$ cat config.mk
export PLATFORM = sky130hd
export DESIGN_NAME = way_victim_select
export DESIGN_NICKNAME = d
export VERILOG_FILES = /design/src/rtl/vsel_pkg.sv /design/src/rtl/vsel_lock_bank.sv /design/src/rtl/vsel_wrap_scan.sv /design/src/rtl/vsel_rep_ptr.sv /design/src/rtl/way_victim_select.sv
export SDC_FILE = /design/constraint.sdc
export NUM_CORES = 1
export LEC_CHECK = 0
export ABC_AREA = 1
export BUFFER_PORTS_ARGS = -buffer_cell sky130_fd_sc_hd__buf_2
export CORE_MARGIN = 2
export CORE_UTILIZATION = 57
export CTS_CLUSTER_DIAMETER = 30
export DETAILED_ROUTE_END_ITERATION = 8
export PLACE_DENSITY = 0.8
export SYNTH_ARGS = -nofsm -noshare
export SYNTH_HDL_FRONTEND = slang
export SYNTH_SLANG_ARGS = --single-unit
export TNS_END_PERCENT = 10
$ cat constraint.sdc
create_clock -name clk -period 3.01 [get_ports clk]
set_input_delay 0.4515 -clock clk [delete_from_list [all_inputs] [get_ports clk]]
set_output_delay 0.4515 -clock clk [all_outputs]
set_load 0.01 [all_outputs]
$ cat src/rtl/vsel_pkg.sv
package vsel_pkg;
    typedef enum logic [1:0] {
        PICK_EMPTY  = 2'd0,
        PICK_ROTATE = 2'd1,
        PICK_NONE   = 2'd2
    } pick_e;
endpackage

$ cat src/rtl/vsel_lock_bank.sv
module vsel_lock_bank #(
    parameter int NUM_WAYS = 8
) (
    input  logic                clk,
    input  logic                rst_n,
    input  logic                wr_en,
    input  logic                wr_sel,
    input  logic [NUM_WAYS-1:0] wr_mask,
    input  logic                is_data,
    output logic [NUM_WAYS-1:0] active_lock
);
    logic [NUM_WAYS-1:0] imask_q;
    logic [NUM_WAYS-1:0] dmask_q;

    always_ff @(posedge clk) begin
        if (!rst_n) begin
            imask_q <= '0;
            dmask_q <= '0;
        end else if (wr_en) begin
            if (wr_sel) dmask_q <= wr_mask;
            else        imask_q <= wr_mask;
        end
    end

    always_comb active_lock = is_data ? dmask_q : imask_q;


    imask_apply_chk: assert property (@(posedge clk) disable iff (!rst_n)
        (wr_en && !wr_sel) |=> (imask_q == $past(wr_mask)));

    dmask_apply_chk: assert property (@(posedge clk) disable iff (!rst_n)
        (wr_en && wr_sel) |=> (dmask_q == $past(wr_mask)));
endmodule

$ cat src/rtl/vsel_wrap_scan.sv
module vsel_wrap_scan #(
    parameter int NUM_WAYS = 8,
    localparam int IW = $clog2(NUM_WAYS)
) (
    input  logic [IW-1:0]       start,
    input  logic [NUM_WAYS-1:0] cand,
    output logic                found,
    output logic [IW-1:0]       idx
);
    always_comb begin
        found = 1'b0;
        idx   = '0;
        for (int k = NUM_WAYS - 1; k >= 0; k--) begin
            int pos;
            pos = int'(start) + k;
            if (pos >= NUM_WAYS) pos = pos - NUM_WAYS;
            if (cand[pos]) begin
                found = 1'b1;
                idx   = IW'(pos);
            end
        end
    end
endmodule

$ cat src/rtl/vsel_rep_ptr.sv
module vsel_rep_ptr #(
    parameter int NUM_WAYS = 8,
    localparam int IW = $clog2(NUM_WAYS)
) (
    input  logic          clk,
    input  logic          rst_n,
    input  logic          advance,
    output logic [IW-1:0] ptr
);
    localparam logic [IW-1:0] TOP = IW'(NUM_WAYS - 1);

    always_ff @(posedge clk) begin
        if (!rst_n)       ptr <= '0;
        else if (advance) ptr <= (ptr == TOP) ? '0 : ptr + 1'b1;
    end


    ptr_step_chk: assert property (@(posedge clk) disable iff (!rst_n)
        advance |=> (ptr == (($past(ptr) == TOP) ? '0 : $past(ptr) + 1'b1)));

    ptr_hold_chk: assert property (@(posedge clk) disable iff (!rst_n)
        !advance |=> $stable(ptr));
endmodule

$ cat src/rtl/way_victim_select.sv
module way_victim_select
    import vsel_pkg::*;
#(
    parameter int NUM_WAYS = 8,
    localparam int IW = $clog2(NUM_WAYS)
) (
    input  logic                clk,
    input  logic                rst_n,
    input  logic                lock_wr_en,
    input  logic                lock_wr_sel,
    input  logic [NUM_WAYS-1:0] lock_wr_mask,
    input  logic                req_valid,
    input  logic                req_is_data,
    input  logic [NUM_WAYS-1:0] req_set_valid,
    output logic [IW-1:0]       vic_way,
    output logic                vic_no_alloc
);
    logic [NUM_WAYS-1:0] active_lock;
    logic [NUM_WAYS-1:0] free_ways;
    logic [NUM_WAYS-1:0] empty_free;
    logic [IW-1:0]       ptr;
    logic                e_found, r_found;
    logic [IW-1:0]       e_idx, r_idx;
    logic                advance;
    pick_e               pick;

    vsel_lock_bank #(.NUM_WAYS(NUM_WAYS)) u_locks (
        .clk(clk), .rst_n(rst_n),
        .wr_en(lock_wr_en), .wr_sel(lock_wr_sel), .wr_mask(lock_wr_mask),
        .is_data(req_is_data), .active_lock(active_lock)
    );

    always_comb begin
        free_ways  = ~active_lock;
        empty_free = free_ways & ~req_set_valid;
    end

    vsel_wrap_scan #(.NUM_WAYS(NUM_WAYS)) u_empty_scan (
        .start('0), .cand(empty_free), .found(e_found), .idx(e_idx)
    );

    vsel_wrap_scan #(.NUM_WAYS(NUM_WAYS)) u_rot_scan (
        .start(ptr), .cand(free_ways), .found(r_found), .idx(r_idx)
    );

    // Selection mode
    always_comb begin
        if (e_found)      pick = PICK_EMPTY;
        else if (r_found) pick = PICK_ROTATE;
        else              pick = PICK_NONE;
    end

    // Outputs per mode
    always_comb begin
        unique case (pick)
            PICK_EMPTY: begin
                vic_way      = e_idx;
                vic_no_alloc = 1'b0;
            end
            PICK_ROTATE: begin
                vic_way      = r_idx;
                vic_no_alloc = 1'b0;
            end
            default: begin
                vic_way      = '0;
                vic_no_alloc = 1'b1;
            end
        endcase
    end

    always_comb advance = req_valid && !vic_no_alloc;

    vsel_rep_ptr #(.NUM_WAYS(NUM_WAYS)) u_ptr (
        .clk(clk), .rst_n(rst_n), .advance(advance), .ptr(ptr)
    );


    victim_unlocked_chk: assert property (@(posedge clk) disable iff (!rst_n)
        (req_valid && !vic_no_alloc) |-> !active_lock[vic_way]);

    empty_first_chk: assert property (@(posedge clk) disable iff (!rst_n)
        (req_valid && (|empty_free)) |-> (!req_set_valid[vic_way] && !vic_no_alloc));

    all_locked_chk: assert property (@(posedge clk) disable iff (!rst_n)
        (req_valid && vic_no_alloc) |-> ((&active_lock) && (vic_way == '0)));
endmodule

Word level (Yosys, flattened, before mapping)
Cells that the tools add are included.
Storage, ports and cells
  bits in latches: 0
  bits in registers: 19
  ROM bits: 0
  output and inout port bits: 4
  memory bits (writable): 0
  memories: 0
Cells by class
  equal/unequal tests: 2
  multiply operators: 0
  reductions and logical operators: 5
  magnitude comparators: 16
  multiplexer cells: 70
  div/mod/pow operators: 0
  shift-type cells: 0
  $add $sub $neg: 16
  bitwise gates (word level): 4
Operator list (count)
  32-bit by 5-bit < comparator with 1-bit output, second input constant: 8
  32-bit 2-to-1 mux: 8
  32-bit by 5-bit greater-or-equal comparator with 1-bit output, second input constant: 7
  32-bit by 5-bit subtractor with 32-bit output, second input constant: 7
  3-bit 2-to-1 mux: 17
  1-bit 2-to-1 mux: 33
  1-bit binary-select mux with 3-bit select: 8
  3-bit by 3-bit adder with 4-bit output, second input constant: 4
  8-bit inverter: 2
  3-bit by 2-bit adder with 4-bit output, second input constant: 2
  8-bit AND: 1
  8-bit 2-to-1 mux: 1
  3-bit one-hot mux with 2 select lines: 1
  3-bit by 4-bit subtractor with 5-bit output, second input constant: 1
  3-bit by 1-bit adder with 4-bit output, second input constant: 1
  3-bit by 4-bit greater-or-equal comparator with 1-bit output, second input constant: 1
  2-bit 2-to-1 mux: 2
  2-bit AND reduction: 2
  3-bit by 1-bit adder with 3-bit output, second input constant: 1
  3-bit == test, second input constant: 1
  2-bit by 1-bit == test with 1-bit output, second input constant: 1
  2-bit zero test: 1
  2-bit OR reduction: 1
  1-bit logical AND: 1
  1-bit inverter: 1

Depth between registers and ports, before layout
Gate-level depths: netlist (run 1).
  depth in word-level cells: 19
  depth in mapped cells: 18
  depth with buffers taken out: 17

Modules after synthesis
From an unflattened synthesis (run 1), not the netlist that was laid out.
Second synthesis, totals
  cells, all modules: 405
  area total of the unflattened synthesis: 2548.7 µm²
By module, submodules not included
  vsel_wrap_scan: sequential area each 0.0 µm², cells each 122, times used 2, area an instance 739.5 µm²
  vsel_lock_bank: sequential area each 320.3 µm², cells each 113, times used 1, area an instance 814.5 µm²
  vsel_rep_ptr: sequential area each 60.1 µm², cells each 18, times used 1, area an instance 138.9 µm²
  way_victim_select: sequential area each 0.0 µm², cells each 30, times used 1, area an instance 116.4 µm²

Worst setup path after synthesis (run 1)
OpenSTA, ideal clock, no wires.
  path kind: register -> output
  start: register u_ptr.ptr[0]
  end: output port vic_way[0]
  data arrival time: 1984 ps
  buffers on the path: 1
  stages on the path, launching flop included: 17
  setup slack: 574 ps
  cells stage by stage: dfxtp_1 > inv_2 > buf_4 > ha_1 > inv_1 > nand3_2 > nand3b_2 > nand2_2 > inv_2 > nor2_1 > nor2_1 > nand2_1 > nand2_1 > nand2_1 > a21oi_1 > nand2_1 > nand2_1
Between the ends
  cells in the longest elaborated chain, start to end: 18
RTL lines
  start, declared: RTL line vsel_rep_ptr.sv:8  | output logic [IW-1:0] ptr
  start signal, assigned: RTL line vsel_rep_ptr.sv:14  | else if (advance) ptr <= (ptr == TOP) ? '0 : ptr + 1'b1;
  3-bit by 3-bit adder with 4-bit output: RTL line vsel_wrap_scan.sv:15  | pos = int'(start) + k;
  32-bit by 5-bit subtractor with 32-bit output / 32-bit by 5-bit greater-or-equal comparator with 1-bit output (equally long branches): RTL line vsel_wrap_scan.sv:16  | if (pos >= NUM_WAYS) pos = pos - NUM_WAYS;
  32-bit 2-to-1 mux: RTL line vsel_wrap_scan.sv:16
  1-bit binary-select mux with 3-bit select: RTL line vsel_wrap_scan.sv:17  | if (cand[pos]) begin
  1-bit 2-to-1 mux (not written as such) (2 in a row): RTL line vsel_wrap_scan.sv:17
  1-bit 2-to-1 mux (8 in a row): RTL line vsel_wrap_scan.sv:17
  2-bit 2-to-1 mux: RTL line way_victim_select.sv:49  | else if (r_found) pick = PICK_ROTATE;
  2-bit 2-to-1 mux: RTL line way_victim_select.sv:48  | if (e_found) pick = PICK_EMPTY;
  2-bit by 1-bit == test with 1-bit output / 2-bit zero test (equally long branches): RTL line way_victim_select.sv:55  | unique case (pick)
  3-bit one-hot mux with 2 select lines (*): RTL line way_victim_select.sv:55
  end, declared: RTL line way_victim_select.sv:15  | output logic [IW-1:0] vic_way,
Mark *: on every way between the ends. The rest lies on a longest branch, timed or not. The select of a mux whose other input is x is not followed.

Worst setup path after layout (run 1)
  start: register u_ptr.ptr[1]
  end: output port vic_way[1]
The elaborated chain is that of the path after synthesis.

==> out/results.ini, run 1 <==
[routing]
ant_nets=0
remaining_drc_errors=0
wirelength_mm=4.094
route.vias.total=1800
drt-pass1-iter-count=4
drtIter0Drc=101
vias_per_cell=5.455
routedWlPerCell_um=12.41

[synth]
synth_edf_count=0
synthCells=271
ys_seq_area_share_pct=21.47
synth_nets=297
synth.most_common_cell=nand2_1
synth_warnings=0
synth_common_cells=50 x nand2_1, 49 x nor2_1, 27 x nand3_1
ys.flop_type=dfxtp_1
synthesis.area_mm2=0.001772
synth_seq_cells=19
synth_top_area_cell=dfxtp_1
synth_area_leaders=dfxtp_1 21%, nand3_2 12%, nand2_1 11%
synthArstFlopShare_pct=0
yosys.area.top_type_share_pct=21.47
avgSynthCellArea_um2=6.538
ys_types=27

[worst_setup_path]
critPathBufInv=4
arrival_ns=2.39
rrSetupSlack_ns=0.89
crit_top_cell=nand2_1
reg2regPathDepth=14
worstSetupPathType=register to output port
cp_slowest_cell=dfxtp_1
r2r-start=u_ptr.ptr[1]$_SDFFE_PN0P_
worstPathRequired_ns=2.56
slowest_delay_ns=0.33
r2r_end=u_ptr.ptr[0]$_SDFFE_PN0P_
path_max_fanout=8
crit_path_start_kind=register
crit_family=simple AND/OR/NAND/NOR gates
cp-end-kind=output port
cp_cell_sequence=buf_4 > ha_1 > ha_1 > nand3b_2 > nand2_2 > inv_2 > nor2_1 > nand2_1 > nand2_1 > inv_1 > nand2_1 > nand2_1 > nand2_1 > nand2_1 > nand2_1 > nand2_1 > buf_2

[place]
dpl-instance-area_mm2=0.001921
portBuffers=25
post-dp-hpwl_mm=3.459
pre_cts_ws_ns=0.4366
gp_congestion=1.000

[clocking]
numCtsBuffers=3
ctsHoldBuffers=0
cts_sinks=19
clkTransAtPathRegs_ns=0.12
cts.repair.resized=0
cts_setup_buffers=0
clkLatencyLatePin_ns=0.30
clock-root-buffer=clkbuf_4
cts_max_path_buffers=2
htreeDepth=1
cts_tree=done

[sta]
period_minus_slack_ns=2.840
slew_headroom_pct=73.23
hold_violations=0
holdWs_ns=0.3682
fmax_mhz=352.1
setup_ws_ns=0.1697
slew_viol_final=0
rsz0062_at_grt=false
setup_tns_ns=0
worst_pin_slew_ns=0.4000
timing.final.crit_share_pct=94.36
finalSetupViolCount=0
final.setup_skew_ns=0.01213

[floorplanning]
die_area_mm2=0.003570
dieWidth_um=59.75
initial_core_util_pct=59.00
std_cell_rows=20
io_pins=26
die_h_um=59.75
core-area_mm2=0.003003

[pwr]
p_leak_nw=1.060
power_density_mw_per_mm2=402.3
peakVddDrop_uv=233.1

[hold_path]
whs_path_depth=3
min_to=u_locks.imask_q[2]$_SDFFE_PN0P_
hold_class=primary input to register
hp-start=lock_wr_mask[2]

[grt]
track_usage_pct=24.20
grt_max_degree=20
grt_pass1_wl_mm=6.603
grt_pass1_vias=1516
grt_overflow=0
antenna_found_initial=0

[layout]
fin_util_pct=64.92
final.fill_count=279
drive_above_1_share_pct=31.65
area_growth_pct=10.03
fin_area_mm2=0.001949
multiInputGateArea_mm2=0.001241
seq_area_um2=381.6
diodes=0
fin_nets=324

[flow_run]
drv_cap=0

[outcome]
status=finished clean

==> worst max path at each step <==
stage | slack [ns] | cells after the start | start | end
floorplan | 0.57 | 16 | u_ptr.ptr[0]$_SDFFE_PN0P_ | vic_way[0]
CTS | 0.08 | 16 | u_ptr.ptr[0]$_SDFFE_PN0P_ | vic_way[0]
finish | 0.17 | 17 | u_ptr.ptr[1]$_SDFFE_PN0P_ | vic_way[1]
global route | 0.007 | 18 | u_ptr.ptr[1]$_SDFFE_PN0P_ | vic_way[1]
detailed placement | 0.44 | 19 | req_is_data | vic_way[1]
global placement | 0.46 | 16 | req_is_data | vic_way[0]
==> registers in the layout, summed over array words and instances, names as in the netlist <==
register / flops
u_locks.dmask_q: 8
u_locks.imask_q: 8
u_ptr.ptr: 3
==> routing by layer <==
| layer | track usage [%] | share of wire (%) | up-vias | wire, µm |
|---|---|---|---|---|
| met5 | 0 | 0 | - | 0 |
| met4 | 6.032 | 1.5 | 0 | 62 |
| met3 | 3.463 | 5.7 | 8 | 234 |
| met2 | 39.44 | 47 | 54 | 1908 |
| met1 | 33.42 | 46 | 798 | 1889 |
| li1 | - | - | 940 | - |
==> metrics by stage <==
step / power, mW / cells
floorplan: 0.5796 / 271
global placement: 0.6523 / 326
detailed placement: 0.6548 / 326
CTS: 0.7860 / 330
global route: 0.8455 / 330
finish: 0.7841 / 330
==> power breakdown <==
part	switching [mW]	total (mW)	internal, mW
Clock	0.0817	0.131	0.0496
Sequential	0.0169	0.286	0.269
Combinational	0.236	0.367	0.131
Total	0.334	0.784	0.450
==> layout by cell type, fill, tap and decap left out <==
cell and n:
nor2_1 49, a21oi_1 8, o21bai_1 1, clkinv_2 1
buf_4 3, a31oi_1 1, nand2_1 50, nand2_2 16
inv_2 10, nand3b_2 1, o21ai_1 3, inv_12 1
nand2_4 8, ha_1 4, nand3b_1 8, nand3_1 27
dfxtp_1 18, buf_2 25, o21ai_0 17, nor2_2 1
nand3_2 22, clkbuf_4 3, nor3_4 1, dfxtp_2 1
xor2_1 1, xnor2_1 1, o21ai_2 1, inv_1 15
==> cells by family after synthesis <==
family	count (synthesis)	share of synthesized area (%)
adders and majority gates	4	2.825
xor gates and xnor gates	2	0.9889
buffers and inverters	32	8.474
DFF	19	21.47
AOI/OAI and AO/OA	31	9.181
and+or+nand+nor	183	57.06
==> layout make-up <==
| class | count | area share [%] |
|---|---|---|
| clock buffer | 3 | 1.155 |
| clock inverter | 1 | 0.2567 |
| inverter | 26 | 5.648 |
| multi-input combinational | 220 | 63.67 |
| sequential | 19 | 19.58 |
| tap | 33 | 2.118 |
| timing repair buffer | 28 | 7.574 |
==> tightest hold or removal path, cell delays in order <==
cell and delay, ns:
buf_2 0.08, nor2_1 0.04, nor2_1 0.08
Note: power is estimated with default switching activity, not from simulation.
==> run 2: changes to the inputs <==
--- a/config.mk
+++ b/config.mk
@@ -5,14 +5,14 @@
 export SDC_FILE = /design/constraint.sdc
 export NUM_CORES = 1
 export LEC_CHECK = 0
-export ABC_AREA = 1
 export BUFFER_PORTS_ARGS = -buffer_cell sky130_fd_sc_hd__buf_2
 export CORE_MARGIN = 2
-export CORE_UTILIZATION = 57
+export CORE_UTILIZATION = 60
 export CTS_CLUSTER_DIAMETER = 30
 export DETAILED_ROUTE_END_ITERATION = 8
-export PLACE_DENSITY = 0.8
+export PLACE_DENSITY = 0.81
 export SYNTH_ARGS = -nofsm -noshare
 export SYNTH_HDL_FRONTEND = slang
+export SYNTH_HIERARCHICAL = 1
 export SYNTH_SLANG_ARGS = --single-unit
 export TNS_END_PERCENT = 10
==> run 2 against run 1 <==
  * Core utilization increased by 15 points
  * The run now ends with setup timing left
  * Die area increased by 34%
  * Wire length increased by 86%
==> out/results.ini, run 2 <==
[layout]
fin_cells=415  ; +26%
fin_util_pct=79.86  ; +15 points
area_growth_pct=26.96
layout_common_cells=52 x buf_4, 45 x nand2_1, 24 x buf_2
drive_above_1_share_pct=41.37  ; +9.7 points
fin_nets=394  ; +22%
reg_top3=u_locks/dmask_q (8), u_locks/imask_q (8), u_ptr/ptr (3)
final.fill_count=225  ; -19%
diodes=0  ; unchanged
fin_area_mm2=0.003241  ; +66%
final_common_cell=buf_4

[clocking]
clkLatencyLatePin_ns=0.26  ; -0.04 ns
htreeDepth=1  ; unchanged
ctsHoldBuffers=0  ; unchanged
numCtsBuffers=3  ; unchanged
clkTransAtPathRegs_ns=0.07  ; -0.05 ns
cts_max_path_buffers=2  ; unchanged
cts_tree=done
cts_sinks=19  ; unchanged
clock-root-buffer=clkbuf_8

[floorplanning]
die_h_um=69.23  ; +16%
std_cell_rows=23  ; +15%
initial_core_util_pct=62.90  ; +3.9 points
io_pins=26  ; unchanged
dieWidth_um=69.23  ; +16%
core-area_mm2=0.004058  ; +35%
die_area_mm2=0.004792  ; +34%

[grt]
antenna_found_initial=0  ; unchanged
grt_overflow=0  ; unchanged
grt_pass1_vias=2671  ; +76%
grt_max_degree=29  ; +45%
grt_pass1_wl_mm=12.12  ; +83%
track_usage_pct=30.57  ; +6.4 points

[worst_setup_path]
arrival_ns=2.68  ; +0.29 ns
worstSetupPathType=primary input to output port
rrSetupSlack_ns=0.30  ; -0.59 ns
r2r-start=u_ptr/ptr[0]$_SDFFE_PN0P_
cp-end-kind=output port
reg2regPathDepth=13  ; -1
crit_path_end=vic_way[0]
path_max_fanout=8  ; unchanged
r2r_end=u_ptr/ptr[1]$_SDFFE_PN0P_
worstPathRequired_ns=2.56  ; about the same
critPathLaunch=req_is_data
crit_path_start_kind=primary input

[synth]
yosys.area.top_type_share_pct=14.90  ; -6.6 points
ys.flop_type=dfxtp_1
synthesis.area_mm2=0.002552  ; +44%
synth.most_common_cell=nand2_1
ys_types=50  ; +85%
synth_seq_cells=19  ; unchanged
synthArstFlopShare_pct=0  ; unchanged
synth_edf_count=0  ; unchanged
synth_top_area_cell=dfxtp_1
ys_seq_area_share_pct=14.90  ; -6.6 points
synthCells=291  ; +7.4%
synth_area_leaders=dfxtp_1 15%, mux4_1 10%, mux2i_1 9.8%
synth_warnings=6  ; +6
avgSynthCellArea_um2=8.771  ; +34%
synth_common_cells=45 x nand2_1, 25 x mux2i_1, 21 x nor2_1

[routing]
wirelength_mm=7.625  ; +86%
drt-pass1-iter-count=4  ; unchanged
vias_per_cell=6.347  ; +16%
ant_nets=0  ; unchanged
drtIter0Drc=236  ; +130%
routedWlPerCell_um=18.37  ; +48%
route.vias.total=2634  ; +46%
remaining_drc_errors=0  ; unchanged

[sta]
hold_violations=0  ; unchanged
worst_pin_slew_ns=0.5067  ; +0.1066 ns
rsz0062_at_grt=true
setup_ws_ns=-0.1196  ; -0.2892 ns
finalSetupViolCount=4  ; +4
slew_viol_final=0  ; unchanged
slew_headroom_pct=66.15  ; -7.1 points
fmax_mhz=319.5  ; -9.2%
timing.final.crit_share_pct=104.0  ; +9.6 points
final.setup_skew_ns=0.0009199  ; -0.01121 ns
period_minus_slack_ns=3.130  ; +0.2892 ns

[place]
dp.cells=408  ; +25%
post-dp-hpwl_mm=5.313  ; +54%
dpl-instance-area_mm2=0.003069  ; +60%
portBuffers=25  ; unchanged
gp_congestion=0.9271  ; -7.3%
pre_cts_ws_ns=-0.2468  ; -0.6833 ns

[pwr]
power_density_mw_per_mm2=317.3  ; -21%
p_leak_nw=1.419  ; +34%
peakVddDrop_uv=382.4  ; +64%
p_total_mw=1.028  ; +31%

[outcome]
failed_checks=setup timing
status=finished with violations

[hold_path]
hold_class=register to register

[flow_run]
drv_cap=0  ; unchanged

[run 2: worst min-delay path by stage]
| stage | start | endpoint | slack [ns] | cells after the start |
|---|---|---|---|---|
| 2_1_floorplan | u_locks/dmask_q[0]$_SDFFE_PN0P_ | u_locks/dmask_q[0]$_SDFFE_PN0P_ | 0.43 | 2 |
| 3_3_place_gp | u_locks/dmask_q[7]$_SDFFE_PN0P_ | u_locks/dmask_q[7]$_SDFFE_PN0P_ | 0.44 | 2 |
| 3_5_place_dp | u_locks/imask_q[4]$_SDFFE_PN0P_ | u_locks/imask_q[4]$_SDFFE_PN0P_ | 0.46 | 2 |
| 4_1_cts | u_locks/dmask_q[2]$_SDFFE_PN0P_ | u_locks/dmask_q[2]$_SDFFE_PN0P_ | 0.46 | 2 |
| 5_1_grt | lock_wr_mask[6] | u_locks/dmask_q[6]$_SDFFE_PN0P_ | 0.49 | 3 |
| 6_report | u_locks/dmask_q[2]$_SDFFE_PN0P_ | u_locks/dmask_q[2]$_SDFFE_PN0P_ | 0.47 | 2 |
[run 2: cell type report]
class / instances / area (µm²) / share of cell area, %
tap: 50 / 62.56 / 1.931
clock buffer: 4 / 45.04 / 1.390
timing repair buffer: 79 / 556.8 / 17.18
sequential: 19 / 387.9 / 11.97
inverter: 18 / 75.07 / 2.317
multi-input combinational: 245 / 2113 / 65.21
[run 2: where the power goes]
group	switching, mW	internal, mW
Clock	0.0828	0.0942
Sequential	0.0105	0.265
Combinational	0.287	0.288
Total	0.381	0.648
[run 2: worst max-delay path: stages]
cell	delay (ns)
buf_12	0.12
mux2_4	0.21
inv_2	0.06
mux4_2	0.51
mux2_4	0.31
o21ai_2	0.12
a31oi_1	0.08
o21bai_1	0.16
mux2_1	0.34
a22o_1	0.17
buf_2	0.14
[run 2: timing repair]
item | 4_1_cts | 5_1_grt
setup endpoints to repair | 4 | 4
pin swaps | 7 | 6
gates resized for setup | 21 | 20
buffers inserted | 3 | 0
[run 2: layer usage]
| metal | part of all wire, % | track usage [%] | vias to the layer above | routed length, µm |
|---|---|---|---|---|
| met5 | 0 | 0 | - | 0 |
| met4 | 4.0 | 14.60 | 0 | 307 |
| met2 | 52 | 57.16 | 117 | 3963 |
| met3 | 5.2 | 1.163 | 35 | 395 |
| met1 | 39 | 35.59 | 1258 | 2959 |
| li1 | - | - | 1224 | - |
[run 2: cell families after synthesis]
group                    synth area share [%]
flip-flops                              14.90
buffers and inverters                   7.793
AND/OR/NAND/NOR                         18.04
multiplexers                            38.04
AO/OA/AOI/OAI                           16.08
other                                  0.1469
adder cells (fa/ha/maj)                 2.941
XOR/XNOR                                2.059
[run 2: metrics by stage]
step / TNS (ns) / hold WS (ns)
floorplan: 0 / 0.4313
global placement: -0.6320 / 0.4440
detailed placement: -0.8645 / 0.4629
CTS: -0.2437 / 0.4642
global route: -0.6436 / 0.4883
finish: -0.2257 / 0.4653
==> run 3: changes to the inputs <==
--- a/config.mk
+++ b/config.mk
@@ -13,6 +13,5 @@
 export PLACE_DENSITY = 0.81
 export SYNTH_ARGS = -nofsm -noshare
 export SYNTH_HDL_FRONTEND = slang
-export SYNTH_HIERARCHICAL = 1
 export SYNTH_SLANG_ARGS = --single-unit
 export TNS_END_PERCENT = 10
==> run 3 against run 2 <==
  * Clock-buffer cell count unchanged
  * Synthesized cell count fell by 7.2%
  * The flow still finishes with violations (setup timing)
  * Sequential cell count unchanged
==> out/results.ini, run 3 <==
[sta]
worst_pin_slew_ns=0.5479  ; +0.04124 ns
hold_violations=0  ; unchanged
timing.final.crit_share_pct=109.4  ; +5.4 points
final.setup_skew_ns=0.006115  ; +0.005195 ns
rsz0062_at_grt=true
slew_viol_final=0  ; unchanged
fmax_mhz=303.8  ; -4.9%
slew_headroom_pct=63.40  ; -2.8 points
setup_ws_ns=-0.2816  ; -0.1621 ns
finalSetupViolCount=3  ; -1
period_minus_slack_ns=3.292  ; +0.1621 ns
holdWs_ns=0.4529  ; -0.01244 ns

[floorplanning]
dieWidth_um=67.31  ; -2.8%
std_cell_rows=23  ; unchanged
die_area_mm2=0.004531  ; -5.5%
core-area_mm2=0.003914  ; -3.5%
initial_core_util_pct=61.44  ; -1.5 points
io_pins=26  ; unchanged
die_h_um=67.31  ; -2.8%

[routing]
vias_per_cell=6.598  ; +4.0%
drt-pass1-iter-count=4  ; unchanged
ant_nets=0  ; unchanged
route.vias.total=2415  ; -8.3%
wirelength_mm=6.612  ; -13%
remaining_drc_errors=0  ; unchanged
routedWlPerCell_um=18.07  ; -1.7%
drtIter0Drc=182  ; -23%

[worst_setup_path]
rrSetupSlack_ns=0.35  ; +0.05 ns
arrival_ns=2.84  ; +0.16 ns
worstPathRequired_ns=2.56  ; about the same
path_max_fanout=4  ; -4
cp-end-kind=output port
worstSetupPathType=register to output port
crit_path_start_kind=register

[clocking]
ctsHoldBuffers=0  ; unchanged
clkLatencyLatePin_ns=0.26  ; about the same
clkTransAtPathRegs_ns=0.07  ; about the same
cts_sinks=19  ; unchanged
numCtsBuffers=3  ; unchanged
cts_max_path_buffers=2  ; unchanged
htreeDepth=1  ; unchanged
clock-root-buffer=clkbuf_8
cts_tree=done

[synth]
synth_common_cells=35 x nand2_1, 19 x dfxtp_1, 17 x a21boi_0
synth_edf_count=0  ; unchanged
avgSynthCellArea_um2=8.907  ; +1.5%
ys_seq_area_share_pct=15.82  ; +0.91 points
yosys.area.top_type_share_pct=15.82  ; +0.91 points
synthesis.area_mm2=0.002405  ; -5.8%
synthArstFlopShare_pct=0  ; unchanged
ys_types=57  ; +14%
synth_seq_cells=19  ; unchanged
synth_top_area_cell=dfxtp_1
synth_nets=296
ys.flop_type=dfxtp_1
synth_area_leaders=dfxtp_1 16%, mux4_2 14%, mux2i_1 6.7%
synth_warnings=0  ; -6
synth.most_common_cell=nand2_1
synthCells=270  ; -7.2%

[grt]
grt_overflow=0  ; unchanged
antenna_found_initial=0  ; unchanged
track_usage_pct=30.72  ; +0.15 points
grt_max_degree=26  ; -10%
grt_pass1_wl_mm=10.45  ; -14%
grt_pass1_vias=2142  ; -20%

[place]
post-dp-hpwl_mm=5.095  ; -4.1%
dpl-instance-area_mm2=0.002781  ; -9.4%
gp_congestion=0.9633  ; +3.9%
dp.cells=362  ; -11%
pre_cts_ws_ns=-0.1231  ; +0.1236 ns
portBuffers=25  ; unchanged

[flow_run]
drv_cap=0  ; unchanged

[layout]
fin_cells=366  ; -12%
fin_nets=343  ; -13%
final.fill_count=312  ; +39%
fin_util_pct=73.08  ; -6.8 points
seq_area_um2=385.4  ; -0.65%
multiInputGateArea_mm2=0.001926  ; -8.9%
area_growth_pct=18.94
layout_common_cells=36 x buf_4, 35 x nand2_1, 25 x buf_2
reg_top3=u_locks.dmask_q (8), u_locks.imask_q (8), u_ptr.ptr (3)
drive_above_1_share_pct=34.49  ; -6.9 points
final_common_cell=buf_4
diodes=0  ; unchanged
fin_area_mm2=0.002860  ; -12%

[outcome]
failed_checks=setup timing
status=finished with violations

[hold_path]
hold_class=primary input to register

[pwr]
p_leak_nw=1.128  ; -21%
peakVddDrop_uv=320.7  ; -16%
power_density_mw_per_mm2=299.2  ; -5.7%

run 3: worst paths after layout:
kind / from / end / cells after the start
max: u_ptr.ptr[1]$_SDFFE_PN0P_ / vic_way[0] / 8
min: lock_wr_mask[5] / u_locks.imask_q[5]$_SDFFE_PN0P_ / 3
max reg2reg: u_ptr.ptr[1]$_SDFFE_PN0P_ / u_ptr.ptr[0]$_SDFFE_PN0P_ / 11
min reg2reg: u_locks.dmask_q[7]$_SDFFE_PN0P_ / u_locks.dmask_q[7]$_SDFFE_PN0P_ / 2
run 3: layout make-up:
cell class / instances / area share, %
Tap cell: 50 / 2.187
Sequential cell: 19 / 13.47
Clock buffer: 4 / 1.575
Multi-Input combinational cell: 224 / 67.32
Inverter: 7 / 1.094
Timing Repair Buffer: 62 / 14.35
run 3: routing by layer:
layer	track usage (%)	up-vias	wire (µm)
met4	11.22	0	185
met2	52.72	137	3218
met3	3.167	20	507
li1	-	1144	-
met1	40.04	1114	2701
met5	0	-	0
run 3: where the power goes:
group / internal, mW / leakage [nW] / switching, mW
logic: 0.197 / 0.948 / 0.192
clock network: 0.0941 / 0.0228 / 0.0825
registers: 0.264 / 0.156 / 0.0255
total: 0.556 / 1.13 / 0.300
run 3: cells by family (layout without fill, tap and decap cells):
| kind of cell | after synthesis | count (layout) | synth area share (%) |
|---|---|---|---|
| AO/OA/AOI/OAI | 71 | 71 | 20.45 |
| XOR/XNOR | 1 | 1 | 0.3643 |
| adder cells (fa/ha/maj) | 4 | 4 | 2.081 |
| buffers and inverters | 27 | 73 | 6.087 |
| flip-flops | 19 | 19 | 15.82 |
| multiplexers | 50 | 50 | 32.73 |
| AND/OR/NAND/NOR | 98 | 98 | 22.48 |
run 3: timing repair:
item,in CTS,in global routing
pin swaps,0,0
setup buffers,0,0
endpoints found under the setup margin,3,4
hold endpoints to repair,0,0
resized for setup,3,4
run 3: critical path, cell delays in order, from the launching register on:
cell      delay [ns]
dfxtp_4         0.37
inv_6           0.03
ha_4            0.29
mux4_2          0.52
mux4_2          0.48
or2_1           0.24
o2111a_2        0.16
o41ai_4         0.32
buf_2           0.17
run 3: stage by stage:
step / power, mW / TNS (ns)
detailed placement: 0.6725 / -0.2946
global route: 0.9013 / -0.8245
CTS: 0.8474 / -0.5279
global placement: 0.6613 / -0.1092
floorplan: 0.5594 / -0.1607
finish: 0.8558 / -0.5345
